--- config.mk ---
export PLATFORM = sky130hd
export DESIGN_NAME = lane_char_deser
export DESIGN_NICKNAME = d
export VERILOG_FILES = /design/src/rtl/lcd_pkg.sv /design/src/rtl/lcd_edge.sv /design/src/rtl/lcd_framer.sv /design/src/rtl/lcd_lane_shift.sv /design/src/rtl/lcd_out_reg.sv /design/src/rtl/lane_char_deser.sv
export SDC_FILE = /design/constraint.sdc
export NUM_CORES = 1
export LEC_CHECK = 0
export ABC_AREA = 1
export BUFFER_PORTS_ARGS = -buffer_cell sky130_fd_sc_hd__buf_2
export CAP_MARGIN = 20
export CELL_PAD_IN_SITES_DETAIL_PLACEMENT = 1
export CELL_PAD_IN_SITES_GLOBAL_PLACEMENT = 2
export CORE_MARGIN = 1.5
export CORE_UTILIZATION = 34
export CTS_CLUSTER_SIZE = 10
export DETAILED_ROUTE_END_ITERATION = 10
export PLACE_DENSITY = 0.8
export SLEW_MARGIN = 20
export SYNTH_ARGS = -nofsm -noshare
export SYNTH_HDL_FRONTEND = slang
export SYNTH_SLANG_ARGS = --single-unit
--- constraint.sdc ---
create_clock -name clk -period 2.95 [get_ports clk]
set_clock_uncertainty 0.1 [all_clocks]
set_input_delay 0.59 -clock clk [delete_from_list [all_inputs] [get_ports clk]]
set_output_delay 0.59 -clock clk [all_outputs]
set_load 0.05 [all_outputs]
--- src/rtl/lcd_pkg.sv ---
package lcd_pkg;
  // Saturating bit counter step: stops one above the character width so that
  // an overlong run stays distinguishable from a complete character.
  function automatic int unsigned sat_inc(int unsigned cur, int unsigned lim);
    return (cur >= lim) ? lim : cur + 1;
  endfunction

  // Width of a counter able to hold 0 .. width+1.
  function automatic int unsigned cnt_bits(int unsigned width);
    return $clog2(width + 2);
  endfunction
endpackage

--- src/rtl/lcd_edge.sv ---
module lcd_edge (
  input  logic clk,
  input  logic rst,
  input  logic bit_en,
  input  logic fwd_lvl,
  output logic boundary
);
  logic prev_q;

  always_ff @(posedge clk) begin
    if (rst)         prev_q <= 1'b0;
    else if (bit_en) prev_q <= fwd_lvl;
  end

  assign boundary = bit_en & prev_q & ~fwd_lvl;
endmodule

--- src/rtl/lcd_framer.sv ---
module lcd_framer #(
  parameter int unsigned CHAR_W = 10
) (
  input  logic clk,
  input  logic rst,
  input  logic bit_en,
  input  logic boundary,
  output logic load,
  output logic err_set,
  output logic frame_err
);
  localparam int unsigned CNT_W = lcd_pkg::cnt_bits(CHAR_W);
  localparam logic [CNT_W-1:0] FULL = CNT_W'(CHAR_W);
  localparam logic [CNT_W-1:0] ONE  = CNT_W'(1);

  logic [CNT_W-1:0] cnt_q;
  logic             synced_q;
  logic             err_q;

  assign load      = boundary & synced_q & (cnt_q == FULL);
  assign err_set   = boundary & synced_q & (cnt_q != FULL);
  assign frame_err = err_q;

  always_ff @(posedge clk) begin
    if (rst) begin
      cnt_q    <= '0;
      synced_q <= 1'b0;
      err_q    <= 1'b0;
    end else begin
      if (bit_en)
        cnt_q <= boundary ? ONE
                          : CNT_W'(lcd_pkg::sat_inc(int'(cnt_q), CHAR_W + 1));
      if (boundary) synced_q <= 1'b1;
      if (err_set)  err_q    <= 1'b1;
    end
  end


  idle_hold_chk: assert property (@(posedge clk) disable iff (rst)
    !bit_en |=> $stable(cnt_q));


  err_sticky_chk: assert property (@(posedge clk) disable iff (rst)
    err_q |=> err_q);
endmodule

--- src/rtl/lcd_lane_shift.sv ---
module lcd_lane_shift #(
  parameter int unsigned CHAR_W = 10
) (
  input  logic              clk,
  input  logic              rst,
  input  logic              bit_en,
  input  logic              din,
  output logic [CHAR_W-1:0] word
);
  logic [CHAR_W-1:0] sh_q;

  // LSB-first: newest bit enters at the top, oldest drifts toward bit 0
  always_ff @(posedge clk) begin
    if (rst)         sh_q <= '0;
    else if (bit_en) sh_q <= {din, sh_q[CHAR_W-1:1]};
  end

  assign word = sh_q;
endmodule

--- src/rtl/lcd_out_reg.sv ---
module lcd_out_reg #(
  parameter int unsigned DW = 30
) (
  input  logic          clk,
  input  logic          rst,
  input  logic          load,
  input  logic [DW-1:0] d,
  output logic [DW-1:0] q,
  output logic          valid
);
  always_ff @(posedge clk) begin
    if (rst) begin
      q     <= '0;
      valid <= 1'b0;
    end else begin
      valid <= load;
      if (load) q <= d;
    end
  end


  valid_pulse_chk: assert property (@(posedge clk) disable iff (rst)
    valid |=> !valid);


  data_hold_chk: assert property (@(posedge clk) disable iff (rst)
    !valid |-> $stable(q));
endmodule

--- src/rtl/lane_char_deser.sv ---
module lane_char_deser #(
  parameter int unsigned CHAR_W = 10,
  parameter int unsigned LANES  = 3
) (
  input  logic                      clk,
  input  logic                      rst,
  input  logic                      bit_en,
  input  logic [LANES-1:0]          ser_in,
  input  logic                      fwd_lvl,
  output logic [LANES*CHAR_W-1:0]   char_data,
  output logic                      char_valid,
  output logic                      frame_err
);
  localparam int unsigned DW = LANES * CHAR_W;

  logic          boundary;
  logic          load;
  logic          err_set;
  logic [DW-1:0] lane_words;

  lcd_edge u_edge (
    .clk(clk), .rst(rst), .bit_en(bit_en), .fwd_lvl(fwd_lvl),
    .boundary(boundary)
  );

  lcd_framer #(.CHAR_W(CHAR_W)) u_framer (
    .clk(clk), .rst(rst), .bit_en(bit_en), .boundary(boundary),
    .load(load), .err_set(err_set), .frame_err(frame_err)
  );

  for (genvar i = 0; i < LANES; i++) begin : g_lane
    lcd_lane_shift #(.CHAR_W(CHAR_W)) u_shift (
      .clk(clk), .rst(rst), .bit_en(bit_en), .din(ser_in[i]),
      .word(lane_words[i*CHAR_W +: CHAR_W])
    );
  end

  lcd_out_reg #(.DW(DW)) u_out (
    .clk(clk), .rst(rst), .load(load), .d(lane_words),
    .q(char_data), .valid(char_valid)
  );


  err_blocks_valid_chk: assert property (@(posedge clk) disable iff (rst)
    err_set |=> !char_valid);


  err_rise_chk: assert property (@(posedge clk) disable iff (rst)
    $rose(frame_err) |-> $stable(char_data));
endmodule

==> flow_metrics.tcl, run 1 <==
set metrics [dict create \
    status "completed" \
    whs_ns 0.3669 \
    ioPinCount 39 \
    clk_latency_ns 0.33 \
    synth-edff-count 0 \
    grtUsageTotal_pct 14.30 \
    slowest_delay_ns 0.43 \
    ys_seq_area_share_pct 52.46 \
    start_kind "input pin" \
    grt_use_met1_pct 18.47 \
    h-tree-depth 3 \
    ys_ff_latch 68 \
    netlist.area_leader.share_pct 52.46 \
    fp-row-count 31 \
    avgSynthCellArea_um2 7.677 \
    nFillCells 926 \
    drt.antenna.violating_nets 0 \
    grt_pass1_wl_mm 9.459 \
    coreArea_mm2 0.007331 \
    path_clk_slew_ns 0.07 \
    cts_made_buffers 9 \
    drc_errors 0 \
    yosysUniqueCellTypes 22 \
    via_count 2198 \
    grt_start_max_net_pins 44 \
    synthesis.area_mm2 0.002595 \
    synth_most_common_cell "dfxtp_1" \
    postCtsHoldBufs 0 \
    synth_top_cell_by_area "dfxtp_1" \
    drv_cap 0 \
    antenna_found_initial 0 \
    hold_viol 0 \
    drt_iter0_markers 51 \
    die_w_um 90.37 \
    powerDensity_mw_per_mm2 612.1 \
    drive_above_1_share_pct 17.33 \
    critPathBufInv 3 \
    grt_overflow 0 \
    placement.io_buffers 38 \
    fin_area_mm2 0.003030 \
    nNetsFinal 380 \
    diodes 0 \
    grtUsageMet2_pct 22.54 \
    area_growth_pct 16.78 \
    rsz0062_at_grt "false" \
    drt_wl_total_mm 5.646 \
    synth_nets 347 \
    dpl.hpwl_mm 3.637 \
    hold_class "reg2reg" \
    cts_resized 0 \
    cts_tree "done" \
    fp.dieH_um 90.37 \
    tns_ns 0 \
    post-route-min-period_ns 1.797 \
    post_cts_buffers 0 \
    cpMostUsedCell "a21oi_1" \
    r2r_slack_ns 1.21 \
    cp_max_fo 43 \
    synthTopCellsByCount "68 x dfxtp_1, 63 x nor2_1, 37 x a21oi_1, 37 x nand2_1, 32 x inv_1" \
    cts_root_buf "clkbuf_8" \
    leakagePower_nw 1.294 \
    place_congestion 0.7452 \
    synth_ff_type "dfxtp_1" \
    grt_util_met3_pct 2.778 \
    ir_drop_uv 219.2 \
    setup_viol 0 \
    async_reset_ff_share_pct 0 \
    critPathSlowestCell "buf_4" \
    start_util_pct 35.40 \
    fmax_mhz 556.5 \
    first_global_vias 2121 \
    drt-pass1-iter-count 4 \
    placed_cell_area_mm2 0.002828 \
    slew_headroom_pct 54.29 \
    path_delay_family "buffers and inverters" \
    cts_buffer_depth 2 \
    clock_sinks 68 \
    via_per_inst 4.637 \
    dieArea_mm2 0.008166 \
    postSynthCellCount 338 \
    wl_per_cell_um 11.91 \
    synth_area_leaders "dfxtp_1 52%, nor2_1 9.1%, a21oi_1 7.1%, nand3_1 6.0%, nand2_1 5.4%" \
    max_slew.worst_pin.slew_ns 0.6840 \
    worst_setup_path_end_kind "flip-flop" \
    busiest_layer "met2" \
    critical_path_arrival_ns 1.96 \
    cp.required_ns 3.11 \
    crit_chain "buf_2 -> buf_4 -> inv_2 -> a21oi_1 -> nand3_1 -> a21oi_1" \
    crit_type "in2reg" \
    drv_slew 0 \
    fin_crit_sh_pct 60.91 \
    yosysWarnings 0 \
]
## cell type report
cell class | count | area [um2] | area share [%]
Clock buffer | 14 | 172.7 | 5.698
Clock inverter | 1 | 30.03 | 0.9909
Inverter | 37 | 138.9 | 4.583
Multi-Input combinational cell | 211 | 968.4 | 31.96
Sequential cell | 68 | 1361 | 44.92
Tap cell | 99 | 123.9 | 4.088
Timing Repair Buffer | 44 | 235.2 | 7.762
## sequential cells by signal (all words and copies together) (netlist names)
signal               flops
g_lane.u_shift.word     30
u_edge.prev_q            1
u_framer.cnt_q           4
u_framer.frame_err       1
u_framer.synced_q        1
u_out.q                 30
u_out.valid              1
## where the power goes
group | switching, W | internal [W]
sequential | 0.0000168 | 0.000948
combinational | 0.0000681 | 0.0000334
clock | 0.000332 | 0.000457
## cell families after synthesis
| logic type | after synthesis | synth area share, % |
|---|---|---|
| and+or+nand+nor | 138 | 22.61 |
| AOI/OAI and AO/OA | 71 | 13.74 |
| DFF | 68 | 52.46 |
| buffers and inverters | 59 | 10.22 |
| adders and majority gates | 2 | 0.9642 |
## path summary, 6_finish.rpt
path,cells past startpoint,end,start
setup / recovery,6,u_framer.cnt_q[2]$_SDFFE_PP0P_,bit_en
hold / removal,2,u_framer.frame_err$_SDFFE_PP0P_,u_framer.frame_err$_SDFFE_PP0P_
hold reg to reg,2,u_framer.frame_err$_SDFFE_PP0P_,u_framer.frame_err$_SDFFE_PP0P_
setup reg to reg,7,u_out.q[14]$_SDFFE_PP0P_,u_framer.cnt_q[1]$_SDFFE_PP0P_
## stage by stage
step,cells,setup slack (ns),power [W],util (%)
after floorplan,338,1.457,0.001059,-
after global placement,459,0.8789,0.001083,38.57
after detailed placement,459,0.7745,0.001088,38.57
after CTS,474,1.121,0.001884,41.34
after global routing,474,0.9782,0.001938,41.34
final,474,1.153,0.001855,41.34
## tightest hold or removal path, delay by kind of cell (launching register included)
kind | cells | cell delay, ns
AOI/OAI and AO/OA | 1 | 0.04
DFF | 1 | 0.33
and+or+nand+nor | 1 | 0.07
## routing by layer
metal | wire length (um) | vias to the layer above
met5 | 0 | -
met4 | 76 | 0
met3 | 215 | 9
met2 | 2584 | 35
met1 | 2770 | 1014
li1 | - | 1140
## placed cells by master (no fill, tap or decap), drive strengths merged
cell	instances
nand2	37
nor3	1
a31oi	1
bufinv	1
a21oi	37
clkinv	1
o21ai	33
nor2	66
clkbuf	14
ha	2
inv	36
buf	44
nand4	2
dfxtp	68
nand3	32
Power figures use the tool's default switching activity.
==> run 2, diff against run 1 <==
--- a/config.mk
+++ b/config.mk
@@ -11,10 +11,10 @@
 export CELL_PAD_IN_SITES_DETAIL_PLACEMENT = 1
 export CELL_PAD_IN_SITES_GLOBAL_PLACEMENT = 2
 export CORE_MARGIN = 1.5
-export CORE_UTILIZATION = 34
+export CORE_UTILIZATION = 32
 export CTS_CLUSTER_SIZE = 10
 export DETAILED_ROUTE_END_ITERATION = 10
-export PLACE_DENSITY = 0.8
+export PLACE_DENSITY = 0.76
 export SLEW_MARGIN = 20
 export SYNTH_ARGS = -nofsm -noshare
 export SYNTH_HDL_FRONTEND = slang
==> constraint.sdc (replaced) <==
create_clock -name clk -period 1.7 [get_ports clk]
set_clock_uncertainty 0.1 [all_clocks]
set_input_delay 0.34 -clock clk [delete_from_list [all_inputs] [get_ports clk]]
set_output_delay 0.34 -clock clk [all_outputs]
set_load 0.05 [all_outputs]
==> run 2 against run 1 <==
Against the previous run: hold slack worse by 0.21 ns; die area increased by 6.0%; critical path depth increased by 3; first-iteration DRC count is 7.8% higher; cell count increased by 1.5%; total power up 80%; highest routed layer unchanged; core utilization shrank 1.6 points.
==> flow_metrics.tcl, run 2 (same netlist as run 1, synthesis figures left out) <==
set metrics [dict create \
    area_growth_pct 19.62 \
    fin_crit_sh_pct 89.24 \
    first_global_vias 2176 \
    grt_overflow 0 \
    busiest_layer "met2" \
    cts_resized 0 \
    worst_setup_path_end_kind "flip-flop" \
    critical_path_arrival_ns 1.70 \
    layout_commonest_cell "dfxtp_1" \
    cts_root_buf "clkbuf_8" \
    wl_per_cell_um 12.00 \
    cts_buffer_depth 2 \
    dieArea_mm2 0.008658 \
    path_delay_family "simple AND/OR/NAND/NOR gates" \
    cts_tree "done" \
    hold_path_startpoint "rst" \
    rr_startpoint "u_framer.cnt_q[0]$_SDFFE_PP0P_" \
    drt_wl_total_mm 5.770 \
    placed_cell_area_mm2 0.002879 \
    ir_drop_uv 515.4 \
    multi_input_area_um2 968.4 \
    drt-pass1-iter-count 4 \
    ff_latch_area_mm2 0.001361 \
    max_slew.worst_pin.slew_ns 0.3028 \
    fp-row-count 32 \
    final_cell_mix "68 x dfxtp_1, 63 x nor2_1, 38 x buf_2" \
    dp_cells 465 \
    clk_latency_ns 0.34 \
    place_congestion 0.6664 \
    instances_no_fill 481 \
    critPathSlowestCell "dfxtp_1" \
    grtUsageMet2_pct 23.54 \
    fmax_mhz 659.1 \
    placement.io_buffers 38 \
    clock_sinks 68 \
    drc_errors 0 \
    grt_pass1_wl_mm 9.798 \
    dpl.hpwl_mm 3.774 \
    slew_headroom_pct 79.81 \
    drt_iter0_markers 55 \
    start_kind "flip-flop" \
    grt_util_met3_pct 3.171 \
    powerDensity_mw_per_mm2 1074 \
    leakagePower_nw 1.317 \
    grt_start_max_net_pins 33 \
    crit_type "reg2reg" \
    die_w_um 93.05 \
    start_util_pct 33.24 \
    post-route-min-period_ns 1.517 \
    status "completed" \
    h-tree-depth 3 \
    setup_viol 0 \
    via_per_inst 4.617 \
    fp.dieH_um 93.05 \
    total_power_w 0.003333 \
    nNetsFinal 383 \
    antenna_found_initial 0 \
    cp_max_fo 15 \
    coreArea_mm2 0.007807 \
    via_count 2221 \
    drv_slew 0 \
    tns_ns 0 \
    grt_use_met1_pct 18.04 \
    critPathBufInv 3 \
    drv_cap 0 \
    diodes 0 \
    slowest_delay_ns 0.35 \
    hold_viol 0 \
    cts_made_buffers 9 \
    postCtsHoldBufs 0 \
    crit_start "u_framer.cnt_q[0]$_SDFFE_PP0P_" \
    hold_class "in2reg" \
    rsz0062_at_grt "false" \
    whs_ns 0.1530 \
    grtUsageTotal_pct 14.59 \
    cp.required_ns 1.88 \
    fin_area_mm2 0.003104 \
    nFillCells 1012 \
    crit_chain "inv_1 -> ha_1 -> nand2_1 -> nor2_4 -> inv_2 -> nor2_4 -> buf_4 -> nor2_1 -> nor2_1" \
    drive_above_1_share_pct 18.73 \
    path_clk_slew_ns 0.07 \
    drt.antenna.violating_nets 0 \
    post_cts_buffers 0 \
    ioPinCount 39 \
]
run 2: where the power goes:
group	leakage [nW]	internal [W]	switching [W]
registers	0.555	0.00164	0.0000276
clock network	0.105	0.000862	0.000621
logic	0.657	0.0000595	0.000117
run 2: final timing paths:
| path | slack, ns | cells after the start | endpoint |
|---|---|---|---|
| max reg2reg | 0.18 | 9 | u_out.q[15]$_SDFFE_PP0P_ |
| min reg2reg | 0.37 | 2 | g_lane[0].u_shift.word[2]$_SDFFE_PP0P_ |
| min | 0.15 | 2 | u_framer.cnt_q[1]$_SDFFE_PP0P_ |
| max | 0.18 | 9 | u_out.q[15]$_SDFFE_PP0P_ |
run 2: metrics by stage:
step | setup slack [ns] | util (%)
final | 0.1828 | 39.76
after global placement | 0.2541 | 36.88
after global routing | 0.01944 | 39.76
after detailed placement | 0.1901 | 36.88
after floorplan | 0.3757 | -
after CTS | 0.1595 | 39.76
run 2: cell type report:
cell class	instances	share of cell area (%)
flip-flops and latches	68	43.85
multi-input cells	211	31.20
repair buffers	47	9.109
inverters	37	4.474
clock buffers	10	4.434
well taps	102	4.111
clock inverters	6	2.821
run 2: layer usage:
layer / share of wire [%] / up-vias
li1: - / 1148
met1: 51 / 1030
met2: 44 / 33
met3: 3.1 / 10
met4: 2.2 / 0
met5: 0 / -
==> run 3, diff against run 2 <==
==> constraint.sdc (replaced) <==
create_clock -name clk -period 1.4 [get_ports clk]
set_clock_uncertainty 0.1 [all_clocks]
set_input_delay 0.28 -clock clk [delete_from_list [all_inputs] [get_ports clk]]
set_output_delay 0.28 -clock clk [all_outputs]
set_load 0.05 [all_outputs]
==> run 3 against run 2 <==
Against the previous run: the run now ends with negative setup slack left; via count rose by 1.9%; critical path type unchanged; largest cell class unchanged; fmax up 3.9%; hold slack got worse by 0.050 ns; critical endpoint is now u_out.q[22]$_SDFFE_PP0P_.
==> flow_metrics.tcl, run 3 (same netlist as run 1, synthesis figures left out) <==
set metrics [dict create \
    cts_buffer_depth 2 \
    grtUsageMet2_pct 23.24 \
    hold_path_startpoint "rst" \
    antenna_found_initial 0 \
    start_kind "flip-flop" \
    worst-r2r-cell-count 10 \
    clock_sinks 68 \
    grt_start_max_net_pins 37 \
    setup_viol 23 \
    hold_end "u_framer.cnt_q[2]$_SDFFE_PP0P_" \
    crit_type "reg2reg" \
    cts_made_buffers 9 \
    cts_tree "done" \
    r2r_slack_ns -0.06 \
    slew_headroom_pct 80.56 \
    placement.io_buffers 38 \
    wl_per_cell_um 13.01 \
    setup_slack_ns -0.06051 \
    ioPinCount 39 \
    drt_wl_total_mm 6.425 \
    ir_drop_uv 684.1 \
    rsz0062_at_grt "true" \
    coreArea_mm2 0.007807 \
    drt_iter0_markers 65 \
    dpl.hpwl_mm 3.866 \
    total_power_w 0.004166 \
    via_per_inst 4.581 \
    fp.dieH_um 93.05 \
    drt.antenna.violating_nets 0 \
    max_slew.worst_pin.slew_ns 0.2916 \
    cts_root_buf "clkbuf_8" \
    first_global_vias 2129 \
    postCtsHoldBufs 0 \
    worst_setup_path_end_kind "flip-flop" \
    rr_startpoint "u_framer.cnt_q[0]$_SDFFE_PP0P_" \
    dieArea_mm2 0.008658 \
    fmax_mhz 684.7 \
    grt_use_met1_pct 21.83 \
    final_cell_mix "66 x dfxtp_1, 49 x nor2_1, 36 x nand2_1, 36 x a21oi_1, 34 x buf_2" \
    path_clk_slew_ns 0.07 \
    hold_class "in2reg" \
    leakagePower_nw 1.480 \
    post-route-min-period_ns 1.461 \
    fin_crit_sh_pct 104.3 \
    h-tree-depth 3 \
    powerDensity_mw_per_mm2 1217 \
    busiest_layer "met2" \
    layout_commonest_cell "dfxtp_1" \
    via_count 2263 \
    cp_max_fo 7 \
    ff_latch_area_mm2 0.001364 \
    diodes 0 \
    start_util_pct 33.24 \
    cp.required_ns 1.57 \
    status "complete, but fails checks" \
    grt_pass1_wl_mm 10.48 \
    critical_path_arrival_ns 1.63 \
    nNetsFinal 396 \
    nFillCells 982 \
    grt_overflow 0 \
    violations "negative setup slack" \
    die_w_um 93.05 \
    drv_cap 0 \
    drive_above_1_share_pct 26.28 \
    drv_slew 0 \
    grtUsageTotal_pct 15.79 \
    grt_util_met3_pct 3.171 \
    fp-row-count 32 \
    dp_slack_ns -0.06300 \
    drt-pass1-iter-count 4 \
    whs_ns 0.1026 \
    area_growth_pct 31.97 \
    place_congestion 0.6817 \
    final_core_util_pct 43.86 \
    hold_viol 0 \
    hold_depth 2 \
    r2r_end "u_out.q[22]$_SDFFE_PP0P_" \
    multi_input_area_mm2 0.001047 \
    clk_latency_ns 0.33 \
    drc_errors 0 \
]
## run 3: report_power, final
part / switching, W / internal (W) / leakage [nW] / total (W)
clock network: 0.000730 / 0.00115 / 0.116 / 0.00188
logic: 0.000156 / 0.0000981 / 0.808 / 0.000254
registers: 0.0000329 / 0.00200 / 0.556 / 0.00203
total: 0.000919 / 0.00325 / 1.48 / 0.00417
## run 3: worst max-delay path, cell delays in order, from the launching register on
cell,delay [ns]
dfxtp_2,0.33
inv_2,0.06
ha_4,0.13
nand2_4,0.05
nor2_4,0.12
inv_2,0.07
nor2_4,0.15
buf_12,0.14
clkbuf_16,0.15
nor2_1,0.04
nor2_1,0.07
## run 3: worst max path at each step
| stage | from | slack [ns] | depth (start not counted) | to |
|---|---|---|---|---|
| floorplan | u_framer.cnt_q[0]$_SDFFE_PP0P_ | 0.08 | 9 | u_out.q[0]$_SDFFE_PP0P_ |
| global placement | u_framer.cnt_q[0]$_SDFFE_PP0P_ | 0.03 | 9 | u_out.q[11]$_SDFFE_PP0P_ |
| detailed placement | u_framer.cnt_q[0]$_SDFFE_PP0P_ | -0.06 | 9 | u_out.q[29]$_SDFFE_PP0P_ |
| CTS | u_framer.cnt_q[0]$_SDFFE_PP0P_ | -0.05 | 10 | u_out.q[2]$_SDFFE_PP0P_ |
| global route | u_framer.cnt_q[0]$_SDFFE_PP0P_ | -0.15 | 10 | u_out.q[23]$_SDFFE_PP0P_ |
| finish | u_framer.cnt_q[0]$_SDFFE_PP0P_ | -0.06 | 10 | u_out.q[22]$_SDFFE_PP0P_ |
## run 3: routing by layer
metal	wire length, um	up-vias	part of all wire (%)
met1	3237	1051	50
met4	95	0	1.5
met3	156	6	2.4
met2	2935	30	46
met5	0	-	0
li1	-	1176	-
## run 3: layout make-up
cell class                 instances  share of cell area [%]
clock buffer                      13                   4.932
clock inverter                     3                   1.973
inverter                          37                   4.056
multi-input combinational        211                   30.58
sequential                        68                   39.82
tap                              102                   3.727
timing repair buffer              60                   14.91
## run 3: stage by stage
stage / setup TNS (ns) / instance area [um2] / cells
2_1_floorplan: 0 / 2595 / 338
3_3_place_gp: 0 / 2979 / 470
3_5_place_dp: -1.215 / 2979 / 470
4_1_cts: -0.7613 / 3346 / 492
5_1_grt: -3.095 / 3425 / 494
6_report: -1.078 / 3425 / 494
## run 3: repair_timing
item / in CTS / in global routing
cloned: 1 / 1
pin swaps: 9 / 22
resized for setup: 17 / 22
setup endpoints to repair: 30 / 31
setup buffers: 5 / 2
